[src/rtl/chp_pkg.sv]
package chp_pkg;

  typedef enum logic [2:0] {
    IS_IDLE,
    IS_WAIT_RDY,
    IS_WAIT_GNT,
    IS_WAIT_DROP
  } in_state_e;

  typedef enum logic [2:0] {
    OS_IDLE,
    OS_FETCH,
    OS_WAIT_GNT,
    OS_SETTLE,
    OS_WAIT_RES,
    OS_WAIT_RDROP
  } out_state_e;

endpackage

[src/rtl/chp_sync.sv]
module chp_sync #(
  parameter int N = 2
) (
  input  logic         clk,
  input  logic         rst,
  input  logic [N-1:0] d,
  output logic [N-1:0] q
);

  logic [N-1:0] meta;

  for (genvar i = 0; i < N; i++) begin : g_bit
    always_ff @(posedge clk) begin
      if (rst) begin
        meta[i] <= 1'b0;
        q[i]    <= 1'b0;
      end else begin
        meta[i] <= d[i];
        q[i]    <= meta[i];
      end
    end
  end

endmodule

[src/rtl/chp_in_side.sv]
module chp_in_side
  import chp_pkg::*;
#(
  parameter int WORD_W = 48,
  parameter int CNT_W  = 16
) (
  input  logic              clk,
  input  logic              rst,
  input  logic              mclr,
  input  logic              start,
  input  logic [CNT_W-1:0]  len,
  input  logic              rdy_s,
  input  logic [WORD_W-1:0] data_ext,
  input  logic              gnt,
  output logic              active,
  output logic              resume,
  output logic              req,
  output logic [WORD_W-1:0] word
);

  in_state_e        st;
  logic [CNT_W-1:0] left;

  always_ff @(posedge clk) begin
    if (rst || mclr) begin
      st     <= IS_IDLE;
      left   <= '0;
      active <= 1'b0;
      resume <= 1'b0;
      req    <= 1'b0;
      word   <= '0;
    end else begin
      case (st)
        IS_IDLE: begin
          if (start && (len != '0)) begin
            left   <= len;
            active <= 1'b1;
            st     <= IS_WAIT_RDY;
          end
        end
        IS_WAIT_RDY: begin
          if (rdy_s) begin
            word <= data_ext;
            req  <= 1'b1;
            st   <= IS_WAIT_GNT;
          end
        end
        IS_WAIT_GNT: begin
          req <= 1'b0;
          if (gnt) begin
            resume <= 1'b1;
            left   <= left - CNT_W'(1);
            st     <= IS_WAIT_DROP;
          end
        end
        IS_WAIT_DROP: begin
          if (!rdy_s) begin
            resume <= 1'b0;
            if (left == '0) begin
              active <= 1'b0;
              st     <= IS_IDLE;
            end else begin
              st <= IS_WAIT_RDY;
            end
          end
        end
        default: st <= IS_IDLE;
      endcase
    end
  end

  AST_IN_REQ_PULSE: assert property (@(posedge clk) disable iff (rst || mclr)
    req |=> !req);

  AST_IN_RESUME_AFTER_GNT: assert property (@(posedge clk) disable iff (rst || mclr)
    $rose(resume) |-> $past(gnt));

  AST_IN_RESUME_HELD: assert property (@(posedge clk) disable iff (rst || mclr)
    (resume && rdy_s) |=> resume);

  AST_IN_RESUME_FRAMED: assert property (@(posedge clk) disable iff (rst || mclr)
    resume |-> active);

endmodule

[src/rtl/chp_out_side.sv]
module chp_out_side
  import chp_pkg::*;
#(
  parameter int WORD_W     = 48,
  parameter int CNT_W      = 16,
  parameter int SETTLE_CYC = 100
) (
  input  logic              clk,
  input  logic              rst,
  input  logic              mclr,
  input  logic              start,
  input  logic [CNT_W-1:0]  len,
  input  logic              res_s,
  input  logic              gnt,
  input  logic [WORD_W-1:0] src_word,
  output logic              active,
  output logic              req,
  output logic [WORD_W-1:0] data,
  output logic              rdy
);

  localparam int SCW = $clog2(SETTLE_CYC + 1);

  out_state_e       st;
  logic [CNT_W-1:0] left;
  logic [SCW-1:0]   scnt;

  always_ff @(posedge clk) begin
    if (rst || mclr) begin
      st     <= OS_IDLE;
      left   <= '0;
      scnt   <= '0;
      active <= 1'b0;
      req    <= 1'b0;
      data   <= '0;
      rdy    <= 1'b0;
    end else begin
      case (st)
        OS_IDLE: begin
          if (start && (len != '0)) begin
            left   <= len;
            active <= 1'b1;
            st     <= OS_FETCH;
          end
        end
        OS_FETCH: begin
          req <= 1'b1;
          st  <= OS_WAIT_GNT;
        end
        OS_WAIT_GNT: begin
          req <= 1'b0;
          if (gnt) begin
            data <= src_word;
            scnt <= SCW'(SETTLE_CYC - 1);
            st   <= OS_SETTLE;
          end
        end
        OS_SETTLE: begin
          if (scnt == '0) begin
            rdy <= 1'b1;
            st  <= OS_WAIT_RES;
          end else begin
            scnt <= scnt - SCW'(1);
          end
        end
        OS_WAIT_RES: begin
          if (res_s) begin
            rdy  <= 1'b0;
            left <= left - CNT_W'(1);
            st   <= OS_WAIT_RDROP;
          end
        end
        OS_WAIT_RDROP: begin
          if (!res_s) begin
            if (left == '0) begin
              active <= 1'b0;
              st     <= OS_IDLE;
            end else begin
              st <= OS_FETCH;
            end
          end
        end
        default: st <= OS_IDLE;
      endcase
    end
  end

  AST_OUT_REQ_PULSE: assert property (@(posedge clk) disable iff (rst || mclr)
    req |=> !req);

  AST_OUT_DATA_STABLE: assert property (@(posedge clk) disable iff (rst || mclr)
    rdy |-> $stable(data));

  AST_OUT_NO_FETCH_UNDER_RES: assert property (@(posedge clk) disable iff (rst || mclr)
    req |-> !res_s);

  AST_OUT_RDY_FRAMED: assert property (@(posedge clk) disable iff (rst || mclr)
    rdy |-> active);

endmodule

[src/rtl/chan_pair_hs.sv]
module chan_pair_hs #(
  parameter int WORD_W     = 48,
  parameter int CNT_W      = 16,
  parameter int SETTLE_CYC = 100
) (
  input  logic              clk,
  input  logic              rst,
  input  logic              mclr,
  input  logic              in_start,
  input  logic [CNT_W-1:0]  in_len,
  input  logic [WORD_W-1:0] in_data_ext,
  input  logic              in_rdy_ext,
  input  logic              in_gnt,
  output logic              in_active,
  output logic              in_resume,
  output logic              in_req,
  output logic [WORD_W-1:0] in_word,
  input  logic              out_start,
  input  logic [CNT_W-1:0]  out_len,
  input  logic              out_gnt,
  input  logic [WORD_W-1:0] out_src_word,
  input  logic              out_resume_ext,
  output logic              out_active,
  output logic              out_req,
  output logic [WORD_W-1:0] out_data,
  output logic              out_rdy
);

  logic [1:0] ext_raw;
  logic [1:0] ext_s;

  assign ext_raw = {out_resume_ext, in_rdy_ext};

  chp_sync #(.N(2)) u_sync (
    .clk (clk),
    .rst (rst),
    .d   (ext_raw),
    .q   (ext_s)
  );

  chp_in_side #(.WORD_W(WORD_W), .CNT_W(CNT_W)) u_in (
    .clk      (clk),
    .rst      (rst),
    .mclr     (mclr),
    .start    (in_start),
    .len      (in_len),
    .rdy_s    (ext_s[0]),
    .data_ext (in_data_ext),
    .gnt      (in_gnt),
    .active   (in_active),
    .resume   (in_resume),
    .req      (in_req),
    .word     (in_word)
  );

  chp_out_side #(.WORD_W(WORD_W), .CNT_W(CNT_W), .SETTLE_CYC(SETTLE_CYC)) u_out (
    .clk      (clk),
    .rst      (rst),
    .mclr     (mclr),
    .start    (out_start),
    .len      (out_len),
    .res_s    (ext_s[1]),
    .gnt      (out_gnt),
    .src_word (out_src_word),
    .active   (out_active),
    .req      (out_req),
    .data     (out_data),
    .rdy      (out_rdy)
  );

  AST_MCLR_IDLE: assert property (@(posedge clk) disable iff (rst)
    mclr |=> (!in_active && !out_active && !in_resume && !out_rdy && !in_req && !out_req));

endmodule

[config.mk]
export PLATFORM = sky130hd
export DESIGN_NAME = chan_pair_hs
export DESIGN_NICKNAME = d
export VERILOG_FILES = /design/src/rtl/chp_pkg.sv /design/src/rtl/chp_sync.sv /design/src/rtl/chp_in_side.sv /design/src/rtl/chp_out_side.sv /design/src/rtl/chan_pair_hs.sv
export SDC_FILE = /design/constraint.sdc
export NUM_CORES = 1
export LEC_CHECK = 0
export CAP_MARGIN = 20
export CORE_MARGIN = 10
export CORE_UTILIZATION = 43
export DETAILED_ROUTE_END_ITERATION = 10
export DONT_BUFFER_PORTS = 1
export PLACE_DENSITY_LB_ADDON = 0.1
export SLEW_MARGIN = 20
export SYNTH_ARGS = -nofsm -noshare
export SYNTH_HDL_FRONTEND = slang
export SYNTH_HIERARCHICAL = 1
export SYNTH_SLANG_ARGS = --single-unit
[constraint.sdc]
create_clock -name clk -period 3 [get_ports clk]
set_input_delay 0.45 -clock clk [delete_from_list [all_inputs] [get_ports clk]]
set_output_delay 0.45 -clock clk [all_outputs]
set_load 0.005 [all_outputs]
==> results of run 1 <==
==> routing by layer <==
metal	global-route usage (%)	wire length, um
met1	18.76	7230
met5	0	0
met4	5.957	346
met2	28.30	9310
met3	9.019	2353
==> per-stage QoR <==
step	hold slack (ps)	power, mW
2_1_floorplan	413.8	2.381
3_3_place_gp	450.1	2.448
3_5_place_dp	454.7	2.453
4_1_cts	89.54	4.549
5_1_grt	86.09	4.680
6_report	108.3	4.489
==> worst register-to-register path: stages, from the launching register on <==
cell	delay, ps
dfxtp_1	690
nor3b_2	450
nand2_1	200
o21a_1	420
a21oi_1	290
o32ai_2	120
==> layout make-up <==
class | instances | area, um2
clock inverters | 14 | 141.4
multi-input cells | 614 | 3333
repair buffers | 10 | 87.58
inverters | 14 | 52.55
clock buffers | 18 | 439.2
fillers | 1475 | 7854
flip-flops and latches | 150 | 3003
well taps | 188 | 235.2
==> power groups by stage <==
stage | Sequential, mW | Clock, mW | Combinational [mW]
after floorplan | 2.09 | 0 | 0.293
after global placement | 2.10 | 0 | 0.348
after detailed placement | 2.10 | 0 | 0.352
after CTS | 2.06 | 2.14 | 0.353
after global routing | 2.06 | 2.22 | 0.395
final | 2.06 | 2.07 | 0.357
==> sequential cells by signal, summed over array words and instances (netlist names) <==
register      count
u_in/word        48
u_out/data       48
u_in/left        16
u_out/left       16
u_out/scnt        7
u_out/st          3
u_in/st           2
u_sync/meta       2
u_sync/q          2
u_in/active       1
u_in/req          1
u_in/resume       1
u_out/active      1
u_out/rdy         1
u_out/req         1
==> cells by family after synthesis <==
family / after synthesis / share of synthesized area (%)
mux: 5 / 0.7729
buf+inv: 74 / 4.731
compound gates: 227 / 21.68
xor+xnor: 5 / 0.6599
simple gates: 368 / 25.22
fa+ha+maj: 9 / 1.697
flops: 150 / 45.24
==> layout by cell type (no fill, tap or decap), drive strengths merged, types with 3 or more instances in the layout <==
cell type	count
nand2	230
o22ai	4
or3	8
o21ai	20
a21oi	136
nor2b	9
inv	21
ha	9
o41ai	3
or2	4
a31oi	5
buf	10
nand3	15
clkinvlp	3
o32ai	12
o211ai	9
nor2	39
nand4	4
or4	11
xor2	3
a21o	3
mux2i	4
nand2b	6
a21boi	3
a32oi	4
o21a	3
nor3	16
a211oi	5
dfxtp	150
clkbuf	18
o31ai	3
a22oi	4
clkinv	3
and2	4
nor4	12
==> worst min-delay path by stage <==
| stage | startpoint | to | cells after the start |
|---|---|---|---|
| 4_1_cts | rst | u_sync/meta[0]$_SDFF_PP0_ | 1 |
| 3_5_place_dp | u_sync/meta[1]$_SDFF_PP0_ | u_sync/q[1]$_SDFF_PP0_ | 1 |
| 5_1_grt | rst | u_sync/meta[0]$_SDFF_PP0_ | 1 |
| 2_1_floorplan | u_sync/meta[0]$_SDFF_PP0_ | u_sync/q[0]$_SDFF_PP0_ | 1 |
| 3_3_place_gp | u_sync/meta[1]$_SDFF_PP0_ | u_sync/q[1]$_SDFF_PP0_ | 1 |
| 6_report | rst | u_sync/meta[0]$_SDFF_PP0_ | 1 |
==> flow_metrics.py, run 1 <==
metrics = {
    "global_routing": {
        "grt_pass1_wl_mm": 28.94,
        "grt-ovfl-total": 0,
        "track_usage_pct": 17.27,
        "grt_pass1_vias": 5611,
        "grt_max_degree": 57,
        "antenna_found_initial": 0,
    },
    "place": {
        "numPortBuffers": 0,
        "post-place-ws_ps": 697.8,
        "dpl.hpwl_mm": 14.30,
        "dp.cells": 976,
        "gp_congestion": 0.8506,
        "placed_area_um2": 6709,
    },
    "floorplanning": {
        "fp.dieH_um": 144.2,
        "die_w_um": 144.2,
        "dieArea_um2": 20810,
        "ios": 239,
        "start_util_pct": 43.82,
        "num_rows": 45,
        "core_area_um2": 15150,
    },
    "power": {
        "clockPowerShare_pct": 46.2,
        "seq_power_share_pct": 45.8,
        "switching_share_pct": 25.68,
        "power.static_leakage_nw": 2.389,
        "ir_drop_v": 0.0004142,
        "p_int_mw": 3.336,
        "comb_power_share_pct": 8.0,
        "power.switching_mw": 1.153,
        "power-per-cell-area_nw_per_um2": 615.6,
    },
    "sta": {
        "slew_viol_final": 0,
        "setup_viol": 0,
        "period_needed_ps": 2301,
        "fin_crit_sh_pct": 76.70,
        "fin_ws_ps": 699.1,
        "rsz0062_at_grt": "false",
        "fin_worst_skew_ps": 9.378,
        "max_freq_ghz": 0.4346,
        "hold_viol": 0,
        "worstMarginPinSlew_ps": 1030,
        "slew_headroom_pct": 31.20,
        "fin_tns_setup_ps": 0,
    },
    "synth": {
        "synthCells": 838,
        "synthArstFlopShare_pct": 0,
        "synth_top_area_cell": "dfxtp_1",
        "ys_top_cells_by_count": "229 x nand2_1, 150 x dfxtp_1, 136 x a21oi_1",
        "syn_area_um2": 6638,
        "ys_ff_latch": 150,
        "synth_nets": 984,
        "synth_top_area_share_pct": 45.24,
        "yosysWarnings": 6,
        "synth_cell_types": 71,
        "synth_area_leaders": "dfxtp_1 45%, nand2_1 13%, a21oi_1 10%",
        "synth_most_common_cell": "nand2_1",
        "synth_ff_type": "dfxtp_1",
        "syn_avg_cell_area_um2": 7.921,
        "ys_seq_area_share_pct": 45.24,
        "synth_edf_count": 0,
    },
    "worst_setup_path": {
        "r2r_start": "u_out/st[2]$_SDFFE_PP0P_",
        "critical_path_peak_fanout": 22,
        "critPathKind": "reg2reg",
        "crit_buf_inv": 0,
        "path_cells": "nor3b_2 -> nand2_1 -> o21a_1 -> a21oi_1 -> o32ai_2",
        "path_depth": 5,
        "crit_path_top_delay_cell": "dfxtp_1",
        "crit_family": "compound AO/OA/AOI/OAI gates",
        "worstPathArrival_ps": 2570,
        "endpoint": "u_out/left[14]$_SDFFE_PP0P_",
        "critPathLaunchType": "register",
        "r2r_cells": 5,
        "cp-end-kind": "register",
        "regToRegSetupSlack_ps": 700,
        "max_stage_delay_ps": 690,
        "critPathRequiredTime_ps": 3270,
        "cp-startpoint": "u_out/st[2]$_SDFFE_PP0P_",
        "r2r_end": "u_out/left[14]$_SDFFE_PP0P_",
    },
    "drt": {
        "drt-initial-drc-count": 397,
        "wl_mm": 19.24,
        "ant_nets": 0,
        "post_drt_wl_per_cell_um": 19.09,
        "vias": 5800,
        "vias_per_cell": 5.754,
        "drc_errors": 0,
        "first_pass_iters": 5,
    },
    "cts": {
        "clk_pin_slew_ps": 70,
        "cts_tree": "done",
        "cts_inserted_buffers": 17,
        "post-cts-setup-buffers": 0,
        "cts_resized": 0,
        "ctsHtreeMaxLevel": 4,
        "cts.sinks": 150,
        "clock-root-buffer": "clkbuf_16",
        "hold_buffers": 0,
        "worstSkewPairLatency_ps": 410,
        "clockBufferDepth": 2,
    },
    "run": {
        "max_cap_viol_count": 0,
    },
    "cells_and_area": {
        "area_growth_pct": 9.859,
        "diodes": 0,
        "nNetsFinal": 953,
        "drive_above_1_share_pct": 8.902,
        "post-route-util_pct": 48.15,
        "finalNonFillerCells": 1008,
        "final_cell_area_um2": 7292,
    },
    "min_path": {
        "hp-class": "in2reg",
    },
    "status": {
        "outcome": "complete, no violations",
    },
}
Power figures use the tool's default switching activity.
==> inputs of run 2 (changes only) <==
- clock period: 3 -> 1.84 ns (I/O delays scaled with it)
==> flow_metrics.py, run 2 (synthesis gave the netlist of run 1 again) <==
metrics = {
    "cells_and_area": {
        "seq_area_um2": 3013,
        "final_cell_mix": "229 x nand2_1, 142 x dfxtp_1, 134 x a21oi_1, 94 x dlygate4sd3_1, 60 x buf_4",
        "nNetsFinal": 1107,
        "diodes": 0,
        "post-route-util_pct": 58.50,
        "finalNonFillerCells": 1162,
        "final_common_cell": "nand2_1",
        "area_growth_pct": 33.50,
        "top_regs": "u_in/word x48, u_out/data x48",
        "multiInputGateArea_um2": 3428,
        "drive_above_1_share_pct": 16.63,
        "n_fill_cell": 1293,
    },
    "global_routing": {
        "grt_pass1_vias": 6417,
        "grt_pass1_wl_mm": 32.77,
        "antenna_found_initial": 0,
        "track_usage_pct": 19.57,
        "grt-ovfl-total": 0,
        "grt_max_degree": 56,
    },
    "status": {
        "violations": "setup timing",
        "outcome": "complete, but fails checks",
    },
    "worst_setup_path": {
        "worstPathArrival_ps": 2210,
        "critPathRequiredTime_ps": 2120,
        "path_cells": "buf_6 -> or4_4 -> or2_4 -> or4_1 -> a32oi_1 -> nor2_1",
        "critical_path_peak_fanout": 3,
        "critPathKind": "reg2reg",
        "crit_path_top_delay_cell": "or4_4",
        "crit_family": "simple AND/OR/NAND/NOR gates",
        "max_stage_delay_ps": 430,
        "crit_buf_inv": 1,
        "cp-end-kind": "register",
        "path_depth": 6,
        "critPathLaunchType": "register",
        "r2r_cells": 6,
    },
    "drt": {
        "vias": 6522,
        "drt-initial-drc-count": 465,
        "post_drt_wl_per_cell_um": 18.56,
        "vias_per_cell": 5.613,
        "first_pass_iters": 5,
        "wl_mm": 21.56,
        "drc_errors": 0,
        "ant_nets": 0,
    },
    "sta": {
        "fin_crit_sh_pct": 105.0,
        "fin_worst_skew_ps": 9.908,
        "max_freq_ghz": 0.5177,
        "period_needed_ps": 1932,
        "rsz0062_at_grt": "true",
        "worstMarginPinSlew_ps": 577.9,
        "slew_viol_final": 0,
        "hold_viol": 0,
        "slew_headroom_pct": 61.47,
        "fin_tns_setup_ps": -262.2,
        "fin_ws_ps": -91.79,
        "setup_viol": 4,
    },
    "floorplanning": {
        "start_util_pct": 43.82,
        "die_w_um": 144.2,
        "fp.dieH_um": 144.2,
        "core_area_um2": 15150,
        "num_rows": 45,
        "dieArea_um2": 20810,
        "ios": 239,
    },
    "cts": {
        "worstSkewPairLatency_ps": 420,
        "clk_pin_slew_ps": 60,
        "cts_inserted_buffers": 17,
        "clockBufferDepth": 2,
        "cts_tree": "done",
        "ctsHtreeMaxLevel": 4,
        "cts.sinks": 150,
        "clock-root-buffer": "clkbuf_16",
    },
    "place": {
        "dp.cells": 1030,
        "dpl.hpwl_mm": 14.94,
        "numPortBuffers": 0,
        "gp_congestion": 0.8927,
    },
    "power": {
        "power-per-cell-area_nw_per_um2": 865.4,
        "power.static_leakage_nw": 3.129,
        "ir_drop_v": 0.0005822,
    },
    "min_path": {
        "whs_path_depth": 1,
        "hp-class": "in2reg",
    },
    "run": {
        "max_cap_viol_count": 0,
    },
}
## run 2: cell types whose count changed in the layout (fill, tap and decap cells not counted), sizes merged
cell / delta
dlygate4sd3: +94
buf: +60
clkinvlp: -2
clkinv: +1
inv: +1
## run 2: where the power goes
part	leakage, nW	switching, mW	internal, mW
combinational	1.63	0.488	0.488
sequential	1.22	0.0447	3.30
clock	0.279	1.45	1.90
## run 2: final timing paths
check	from	to	slack [ps]
setup / recovery	u_out/left[0]$_SDFFE_PP0P_	u_out/left[7]$_SDFFE_PP0P_	-90
hold / removal	out_resume_ext	u_sync/meta[1]$_SDFF_PP0_	20
setup reg to reg	u_out/left[0]$_SDFFE_PP0P_	u_out/left[7]$_SDFFE_PP0P_	-90
hold reg to reg	u_sync/meta[1]$_SDFF_PP0_	u_sync/q[1]$_SDFF_PP0_	460
## run 2: worst register-to-register path, delay by kind of cell (launching register included)
| kind | cells | cell delay, ps |
|---|---|---|
| buf+inv | 1 | 110 |
| simple gates | 4 | 1160 |
| compound gates | 1 | 210 |
| flops | 1 | 330 |
## run 2: cell type report
cell class              count  share of cell area [%]
inverters                  14                  0.5931
flip-flops and latches    150                   34.00
clock buffers              18                   4.843
well taps                 188                   2.655
multi-input cells         614                   38.69
repair buffers            164                   17.66
clock inverters            14                   1.553
## run 2: per-stage QoR
step	setup slack, ps	instance area, um2	hold slack, ps	total power, mW
after global routing	-160.2	8861	0.9358	7.987
final	-91.79	8861	17.91	7.669
after global placement	-119.1	7207	351.4	4.130
after CTS	-81.88	8743	0.5333	7.686
after floorplan	-38.76	6659	347.6	3.888
after detailed placement	-162.7	7207	361.0	4.140
## run 2: repair_timing
action | CTS | global route
hold endpoints to repair | 97 | 0
pin swaps | 0 | 7
buffers inserted | 1 | 5
resized for setup | 7 | 27
hold buffers | 94 | 0
endpoints found under the setup margin | 12 | 30
## run 2: layer usage
layer / wire (um) / up-vias / global-route usage (%)
met5: 0 / - / 0
met3: 2247 / 33 / 8.888
met2: 10590 / 271 / 32.31
li1: - / 3164 / -
met1: 8295 / 3054 / 21.52
met4: 427 / 0 / 7.766
==> inputs of run 3 (changes only) <==
- CTS_CLUSTER_SIZE: unset -> 28
- clock period: 1.84 -> 2 ns (I/O delays scaled with it)
==> flow_metrics.py, run 3 (synthesis gave the netlist of run 1 again) <==
metrics = {
    "cells_and_area": {
        "n_fill_cell": 1437,
        "nNetsFinal": 1006,
        "final_cell_area_um2": 7785,
        "post-route-util_pct": 51.40,
        "top_regs": "u_in/word x48, u_out/data x48",
        "drive_above_1_share_pct": 13.29,
        "final_common_cell": "nand2_1",
        "multiInputGateArea_um2": 3391,
        "diodes": 0,
        "final_cell_mix": "229 x nand2_1, 147 x dfxtp_1, 135 x a21oi_1, 41 x buf_4, 39 x nor2_1",
        "seq_area_um2": 3007,
        "area_growth_pct": 17.29,
    },
    "worst_setup_path": {
        "critPathLaunchType": "register",
        "regToRegSetupSlack_ps": 50,
        "worstPathArrival_ps": 2270,
        "critPathKind": "reg2reg",
        "cp-end-kind": "register",
        "critPathRequiredTime_ps": 2320,
        "critical_path_peak_fanout": 4,
    },
    "place": {
        "placed_area_um2": 6942,
        "numPortBuffers": 0,
        "gp_congestion": 0.8925,
        "dpl.hpwl_mm": 14.78,
    },
    "drt": {
        "post_drt_wl_per_cell_um": 18.62,
        "wl_mm": 19.75,
        "drt-initial-drc-count": 378,
        "wl_met3_mm": 2.338,
        "vias_per_cell": 5.646,
        "wl_met1_mm": 7.518,
        "ant_nets": 0,
        "drc_errors": 0,
        "first_pass_iters": 4,
        "wl_met2_mm": 9.692,
        "top_layer": "met4",
        "vias": 5990,
    },
    "power": {
        "power.static_leakage_nw": 2.637,
        "ir_drop_v": 0.0005462,
        "power-per-cell-area_nw_per_um2": 869.5,
    },
    "sta": {
        "period_needed_ps": 1948,
        "worstMarginPinSlew_ps": 674.6,
        "max_freq_ghz": 0.5134,
        "fin_worst_skew_ps": 9.842,
        "rsz0062_at_grt": "true",
        "setup_viol": 0,
        "slew_headroom_pct": 55.03,
        "fin_crit_sh_pct": 97.39,
        "hold_viol": 0,
        "slew_viol_final": 0,
    },
    "run": {
        "max_cap_viol_count": 0,
    },
    "global_routing": {
        "track_usage_pct": 17.63,
        "antenna_found_initial": 0,
        "grt-ovfl-total": 0,
        "grt_pass1_wl_mm": 29.82,
        "grt_pass1_vias": 5800,
        "grt_max_degree": 49,
    },
    "cts": {
        "clock-root-buffer": "clkbuf_16",
        "cts.sinks": 150,
        "clk_pin_slew_ps": 60,
        "cts_inserted_buffers": 17,
        "cts_tree": "done",
        "worstSkewPairLatency_ps": 410,
        "ctsHtreeMaxLevel": 4,
        "clockBufferDepth": 2,
    },
    "floorplanning": {
        "core_area_um2": 15150,
        "fp.dieH_um": 144.2,
        "die_w_um": 144.2,
        "ios": 239,
        "start_util_pct": 43.82,
        "num_rows": 45,
        "dieArea_um2": 20810,
    },
    "status": {
        "outcome": "complete, no violations",
    },
    "min_path": {
        "hp-class": "in2reg",
    },
}
==> run 3: changes by cell type in the layout (fill, tap and decap cells not counted), sizes merged <==
cell	previous run	this run
clkinvlp	1	3
dlygate4sd3	94	21
clkbuf	18	22
inv	22	16
buf	70	42
==> run 3: power by group <==
group	total, mW	switching [mW]	internal (mW)
clock	3.02	1.24	1.79
sequential	3.08	0.0474	3.04
combinational	0.661	0.387	0.274
==> run 3: layout make-up <==
class                   count  area share, %
clock buffers              22          5.963
clock inverters            10          1.254
inverters                  14         0.6750
multi-input cells         614          43.56
flip-flops and latches    150          38.62
well taps                 188          3.022
repair buffers             63          6.911
==> run 3: path summary, 6_finish.rpt <==
| path | from | to | cells after the start |
|---|---|---|---|
| worst min-delay path | out_src_word[7] | u_out/data[7]$_SDFFE_PP0P_ | 2 |
| worst min register to register | u_out/left[15]$_SDFFE_PP0P_ | u_out/left[15]$_SDFFE_PP0P_ | 2 |
| worst max register to register | u_out/left[0]$_SDFFE_PP0P_ | u_out/left[12]$_SDFFE_PP0P_ | 7 |
| worst max-delay path | u_out/left[0]$_SDFFE_PP0P_ | u_out/left[12]$_SDFFE_PP0P_ | 7 |
==> run 3: metal layers <==
layer | global-route usage (%) | up-vias
met5 | 0 | -
met4 | 4.894 | 0
met3 | 9.183 | 17
met2 | 29.22 | 236
met1 | 19.36 | 2777
li1 | - | 2960
==> run 3: metrics by stage <==
step	setup TNS (ps)	cells	hold WS (ps)	setup slack (ps)	power, mW
after global placement	-5.586	1007	374.8	-3.632	3.727
after CTS	0	1056	0.06556	8.996	6.807
after floorplan	0	838	371.6	64.81	3.572
after detailed placement	-260.7	1007	381.2	-49.94	3.740
after global routing	-45.21	1061	0.08366	-36.49	7.056
final	0	1061	19.93	52.12	6.769
==> run 3: critical path, cell delays in order, from the launching register on <==
cell and delay (ps):
dfxtp_2 340, inv_2 70, ha_4 130, or4b_4 490
nor4_4 330, buf_4 170, mux2i_2 60, o32ai_2 250
==> run 3: what timing repair did <==
| item | 4_1_cts | 5_1_grt |
|---|---|---|
| gates cloned | 0 | 0 |
| endpoints found under the hold margin | 20 | 4 |
| resized for setup | 0 | 16 |
| hold buffers | 17 | 4 |
| pin swaps | 1 | 5 |
| endpoints found under the setup margin | 2 | 18 |
| buffers inserted | 0 | 1 |
